## src/rtl/rxq_pkg.sv

```systemverilog
package rxq_pkg;

    localparam int DATA_W    = 8;
    localparam int TAG_W     = 3;
    localparam int QUIET_MAX = 4 * (5 + 3) + 12;
    localparam int QT_W      = $clog2(QUIET_MAX + 1);

    typedef struct packed {
        logic [TAG_W-1:0]  tags;
        logic [DATA_W-1:0] data;
    } rx_entry_t;

    // Fill level that raises the data-ready interrupt in queue mode.
    function automatic int unsigned trig_level(input logic [1:0] sel,
                                               input int unsigned depth);
        case (sel)
            2'd0:    return depth / 8;
            2'd1:    return depth / 4;
            2'd2:    return depth - 8;
            default: return depth - 4;
        endcase
    endfunction

    // Quiet span in bit times: four words of the configured length plus twelve.
    function automatic int unsigned quiet_limit(input logic [1:0] wl);
        return 4 * (5 + int'(wl)) + 12;
    endfunction

endpackage

```

## src/rtl/rxq_store.sv

```systemverilog
module rxq_store
    import rxq_pkg::*;
#(
    parameter int DEPTH = 64,
    localparam int AW = $clog2(DEPTH),
    localparam int CW = $clog2(DEPTH + 1)
) (
    input  logic          clk,
    input  logic          rst,
    input  logic          flush,
    input  logic [CW-1:0] cap,
    input  logic          wr_en,
    input  rx_entry_t     wr_entry,
    input  logic          rd_en,
    output rx_entry_t     head,
    output logic [CW-1:0] level,
    output logic          pushed,
    output logic          popped,
    output logic          dropped
);

    rx_entry_t     mem [DEPTH];
    logic [AW-1:0] wr_ptr;
    logic [AW-1:0] rd_ptr;
    logic          room;

    assign room    = (level < cap);
    assign pushed  = wr_en && !flush && room;
    assign dropped = wr_en && !flush && !room;
    assign popped  = rd_en && !flush && (level != '0);

    always_ff @(posedge clk) begin
        if (pushed) begin
            mem[wr_ptr] <= wr_entry;
        end
    end

    always_ff @(posedge clk) begin
        if (rst || flush) begin
            wr_ptr <= '0;
            rd_ptr <= '0;
            level  <= '0;
        end else begin
            if (pushed) begin
                wr_ptr <= wr_ptr + AW'(1);
            end
            if (popped) begin
                rd_ptr <= rd_ptr + AW'(1);
            end
            case ({pushed, popped})
                2'b10:   level <= level + CW'(1);
                2'b01:   level <= level - CW'(1);
                default: level <= level;
            endcase
        end
    end

    assign head = (level != '0) ? mem[rd_ptr] : '0;

endmodule

```

## src/rtl/rxq_quiet_timer.sv

```systemverilog
module rxq_quiet_timer
    import rxq_pkg::*;
(
    input  logic       clk,
    input  logic       rst,
    input  logic       active,
    input  logic       restart,
    input  logic       clear,
    input  logic       bit_tick,
    input  logic [1:0] word_len,
    output logic       expired
);

    logic [QT_W-1:0] ticks;
    logic [QT_W-1:0] limit;
    logic [QT_W-1:0] ticks_nx;

    assign limit    = QT_W'(quiet_limit(word_len));
    assign ticks_nx = ticks + QT_W'(1);

    always_ff @(posedge clk) begin
        if (rst) begin
            ticks   <= '0;
            expired <= 1'b0;
        end else begin
            if (clear || !active) begin
                expired <= 1'b0;
            end
            if (!active || restart) begin
                ticks <= '0;
            end else if (bit_tick && !expired) begin
                if (ticks_nx >= limit) begin
                    expired <= 1'b1;
                end else begin
                    ticks <= ticks_nx;
                end
            end
        end
    end

endmodule

```

## src/rtl/rxq_irq_gen.sv

```systemverilog
module rxq_irq_gen
    import rxq_pkg::*;
#(
    parameter int DEPTH = 64,
    localparam int CW = $clog2(DEPTH + 1)
) (
    input  logic          fifo_en,
    input  logic          irq_en,
    input  logic [1:0]    trig_sel,
    input  logic [CW-1:0] level,
    input  logic          quiet,
    output logic          irq_rx_data,
    output logic          irq_timeout
);

    logic [CW-1:0] thresh;

    assign thresh      = fifo_en ? CW'(trig_level(trig_sel, DEPTH)) : CW'(1);
    assign irq_rx_data = irq_en && (level >= thresh);
    assign irq_timeout = irq_en && fifo_en && quiet;

endmodule

```

## src/rtl/rx_fifo_tagged.sv

```systemverilog
module rx_fifo_tagged
    import rxq_pkg::*;
#(
    parameter int DEPTH = 64,
    localparam int CW = $clog2(DEPTH + 1)
) (
    input  logic              clk,
    input  logic              rst,
    input  logic              fifo_en,
    input  logic              rdy_int_en,
    input  logic [1:0]        trig_sel,
    input  logic [1:0]        word_len,
    input  logic              bit_tick,
    input  logic              wr_en,
    input  logic [DATA_W-1:0] wr_data,
    input  logic [TAG_W-1:0]  wr_tags,
    input  logic              rd_en,
    input  logic              lsr_rd,
    output logic [DATA_W-1:0] head_data,
    output logic [TAG_W-1:0]  head_tags,
    output logic              data_avail,
    output logic              overrun,
    output logic              irq_rx_data,
    output logic              irq_timeout
);

    logic          mode_q;
    logic          flush;
    logic [CW-1:0] cap;
    logic [CW-1:0] fill_level;
    rx_entry_t     in_entry;
    rx_entry_t     head;
    logic          pushed;
    logic          popped;
    logic          dropped;
    logic          quiet;
    logic          overrun_q;

    always_ff @(posedge clk) begin
        if (rst) begin
            mode_q <= 1'b0;
        end else begin
            mode_q <= fifo_en;
        end
    end

    assign flush    = (fifo_en != mode_q);
    assign cap      = fifo_en ? CW'(DEPTH) : CW'(1);
    assign in_entry = '{tags: wr_tags, data: wr_data};

    rxq_store #(.DEPTH(DEPTH)) u_store (
        .clk      (clk),
        .rst      (rst),
        .flush    (flush),
        .cap      (cap),
        .wr_en    (wr_en),
        .wr_entry (in_entry),
        .rd_en    (rd_en),
        .head     (head),
        .level    (fill_level),
        .pushed   (pushed),
        .popped   (popped),
        .dropped  (dropped)
    );

    rxq_quiet_timer u_timer (
        .clk      (clk),
        .rst      (rst),
        .active   (fifo_en && (fill_level != '0)),
        .restart  (pushed || popped),
        .clear    (popped || flush),
        .bit_tick (bit_tick),
        .word_len (word_len),
        .expired  (quiet)
    );

    rxq_irq_gen #(.DEPTH(DEPTH)) u_irq (
        .fifo_en     (fifo_en),
        .irq_en      (rdy_int_en),
        .trig_sel    (trig_sel),
        .level       (fill_level),
        .quiet       (quiet),
        .irq_rx_data (irq_rx_data),
        .irq_timeout (irq_timeout)
    );

    always_ff @(posedge clk) begin
        if (rst) begin
            overrun_q <= 1'b0;
        end else if (dropped) begin
            overrun_q <= 1'b1;
        end else if (lsr_rd) begin
            overrun_q <= 1'b0;
        end
    end

    assign head_data  = head.data;
    assign head_tags  = head.tags;
    assign data_avail = (fill_level != '0);
    assign overrun    = overrun_q;

endmodule

```

## config.mk

```make
export PLATFORM = sky130hd
export DESIGN_NAME = rx_fifo_tagged
export DESIGN_NICKNAME = d
export VERILOG_FILES = /design/src/rtl/rxq_pkg.sv /design/src/rtl/rxq_store.sv /design/src/rtl/rxq_quiet_timer.sv /design/src/rtl/rxq_irq_gen.sv /design/src/rtl/rx_fifo_tagged.sv
export SDC_FILE = /design/constraint.sdc
export NUM_CORES = 1
export LEC_CHECK = 0
export CAP_MARGIN = 30
export CORE_MARGIN = 2
export CORE_UTILIZATION = 60
export DETAILED_ROUTE_END_ITERATION = 8
export HOLD_SLACK_MARGIN = 0.03
export PLACE_DENSITY = 0.77
export SLEW_MARGIN = 30
export SYNTH_ARGS = -nofsm -noshare
export SYNTH_HDL_FRONTEND = slang
export SYNTH_SLANG_ARGS = --single-unit
```

## constraint.sdc

```tcl
create_clock -name clk -period 9.55 [get_ports clk]
set_input_delay 2.3875 -clock clk [delete_from_list [all_inputs] [get_ports clk]]
set_output_delay 2.3875 -clock clk [all_outputs]
set_load 0.02 [all_outputs]
```

==> reports/summary.txt <==
run status - complete, no violations
Worst path max stage delay - 580 ps
area post-placement - 30,200 um^2
Fin. Hold Viols - 0
critical path data required time - 7160 ps
# nets final - 1,572
total CTS buffers - 72
Clk pwr share - 0.435
NetSw - 1.27 mW
synth cell count leaders - edfxtp_1, mux4_2, nor2_1
Min-Delay Endpoint - overrun$_SDFFE_PP0P_
post-synthesis cell type count - 59
die width - 224 um
Setup TNS Final - 0 ps
first-pass GRT wire length - 97,200 um
area delta synth->final - 11.8%
Power Density - 200 nW/um^2
register share of total power - 0.545
Worst-Margin Slew - 1100 ps
CTS tree - built
Synth Flop Type - edfxtp_1
chip height - 224 um
Leakage - 9.80 nW
max-cap violations - 0
Warnings, synthesis - 0
Hold-fix buffers, CTS - 0
slew margin rel. - 0.246
ys async rst share - 0
Core ar. - 47,800 um^2
most used cell along the critical path - o21a_1
cell with the most instances after synthesis - edfxtp_1
routed vias/inst - 6.74
Pre-antenna DRT Iters - 5
HPWL Detailed - 37,600 um
Hold Path Stages - 2
worst vdd ir - 0.146 mV
layout cell share with drive strength beyond 1 - 0.243
total track usage - 0.270
CP max-delay cell - clkdlybuf4s50_1
H-tree depth - 3
fmax - 140 MHz
remaining global-route overflow - 0
CP Capture Type - output pin
reg2reg path depth - 5
syn_nets - 1,516
antenna-violating nets left - 0
Combinational Power Share - 0.020
Finished Cell Area - 32,600 um^2
sw frac - 0.194
drt total wl - 65,800 um
CTS root buffer - clkbuf_16
clock latency on the worst-skew pair - 620 ps
site row count - 80
crit-path max FO - 7
DIE AREA - 50,400 um^2
post-CTS resize count - 0
Avg Synthesized Cell Area - 19.7 um^2
detailed-route via count - 14,800
pin count of the biggest net entering global routing - 82
Data arrival, critical path - 4740 ps
DR WL/cell - 29.9 um
CP Class - in -> out
Final GP Congestion - 0.849
initial antenna violation count - 2
Synth area leader - edfxtp_1
vias in the first global route - 14,800
cell family with the largest share of critical-path delay - buffers and inverters
cell-by-cell trace of the critical path - clkdlybuf4s50_1 > inv_1 > ha_1 > o21a_1 > o21a_1 > o21a_1 > o21ai_0 > a21boi_0 > clkdlybuf4s50_1
initial core utilization - 0.609
Tcrit/Tclk final - 0.747
Longest Clk Path Bufs - 3
top-level port count - 38
Synth top area share - 0.725
DRC marker count from the first detailed-route iteration - 1,717
hold_sp - overrun$_SDFFE_PP0P_
critical path buffer and inverter count - 3
Clock transition at path regs - 60 ps
Sink Count - 738
Final setup viols - 0
Tmin final - 7130 ps
r2r setup slk - 5370 ps
sequential share of the synthesized area - 0.748
max-slew violation count - 0
Layout fillers - 2,928
Startpoint Class - input pin
Reg2Reg Launch Point - u_store.level[2]$_SDFFE_PP0P_
Internal - 5.24 mW
synthesized area - 29,200 um^2
Port Buffer Count - 37
RSZ-0062 raised after global routing - false
Synth Register Bits - 738
Synth area leaders - edfxtp_1, mux4_2, dfxtp_1
DRC Markers - 0
number of synthesized flops with an enable pin - 704
R2R Path End - u_store.mem[20][1]$_DFFE_PP_
clk_skew - 29.9 ps
Syn Inst Count - 1,477
postcts setup bufs - 0
class of the worst hold path - reg -> reg
[cell usage in the layout (no fill, tap or decap), types with 25 or more instances in the layout]
cell	count
mux4_2	172
mux2i_1	43
nor2_2	49
buf_4	32
edfxtp_1	704
a21oi_1	25
dfxtp_1	30
clkdlybuf4s50_1	26
nand2_1	38
clkbuf_16	77
nor2_1	66
[cell families after synthesis]
family | synth area share
muxes | 0.151
and+or+nand+nor | 0.0400
buffers and inverters | 0.0145
DFF | 0.748
xor gates and xnor gates | 0.00871
AOI/OAI and AO/OA | 0.0300
adders and majority gates | 0.00687
[state kept, by name, indices dropped and copies added (netlist names), named ones only]
register and flops:
mode_q 1, overrun 1, u_store.level 7, u_store.mem 704, u_store.rd_ptr 6, u_store.wr_ptr 6, u_timer.expired 1, u_timer.ticks 6
[through the flow]
stage / hold WS, ps / power [mW] / worst slack [ps] / instances / utilization
6_report: 497 / 6.51 / 2420 / 2202 / 0.682
3_5_place_dp: 481 / 3.75 / 2420 / 2074 / 0.632
5_1_grt: 518 / 6.66 / 2280 / 2202 / 0.682
3_3_place_gp: 471 / 3.74 / 2510 / 2070 / 0.630
4_1_cts: 496 / 6.54 / 2420 / 2201 / 0.681
2_1_floorplan: 459 / 3.67 / 3580 / 1477 / -
[cell type report]
| class | count | area, um^2 | area share |
|---|---|---|---|
| antenna | 1 | 2.50 | 0.0000767 |
| clock buffer | 96 | 2000 | 0.0613 |
| clock inverter | 31 | 337 | 0.0103 |
| inverter | 10 | 37.5 | 0.00115 |
| multi-input combinational | 643 | 7020 | 0.215 |
| sequential | 738 | 21800 | 0.670 |
| tap | 615 | 769 | 0.0236 |
| timing repair buffer | 68 | 611 | 0.0187 |
[worst register-to-register path: stages (launching register included)]
cell and delay [ps]:
dfxtp_1 440, or4_4 620, o21a_1 250, nor3_1 610, nand3_1 920, nor2_2 940
[worst max path at each step]
stage | start | end | slack, ps | cells after the start
after global routing | fifo_en | irq_rx_data | 2280 | 9
after detailed placement | fifo_en | irq_rx_data | 2420 | 9
final | fifo_en | irq_rx_data | 2420 | 9
after CTS | fifo_en | irq_rx_data | 2420 | 9
after global placement | fifo_en | irq_rx_data | 2510 | 9
after floorplan | trig_sel[1] | irq_rx_data | 3580 | 7
[power by group through the flow]
stage	clock network, mW	logic [mW]	registers [mW]
4_1_cts	2.86	0.133	3.55
2_1_floorplan	0	0.0511	3.62
3_3_place_gp	0	0.126	3.62
6_report	2.83	0.133	3.55
5_1_grt	2.97	0.142	3.55
3_5_place_dp	0	0.132	3.62
[layer usage]
layer | global-route usage | routed length, um | part of all wire | vias up
met2 | 0.418 | 31600 | 0.48 | 804
met3 | 0.0716 | 5870 | 0.089 | 178
met4 | 0.115 | 2840 | 0.043 | 2
met5 | 0 | 10 | 0.00015 | -
li1 | - | - | - | 6135
met1 | 0.370 | 25400 | 0.39 | 7723
No activity file was read; power rests on OpenSTA's default activity.
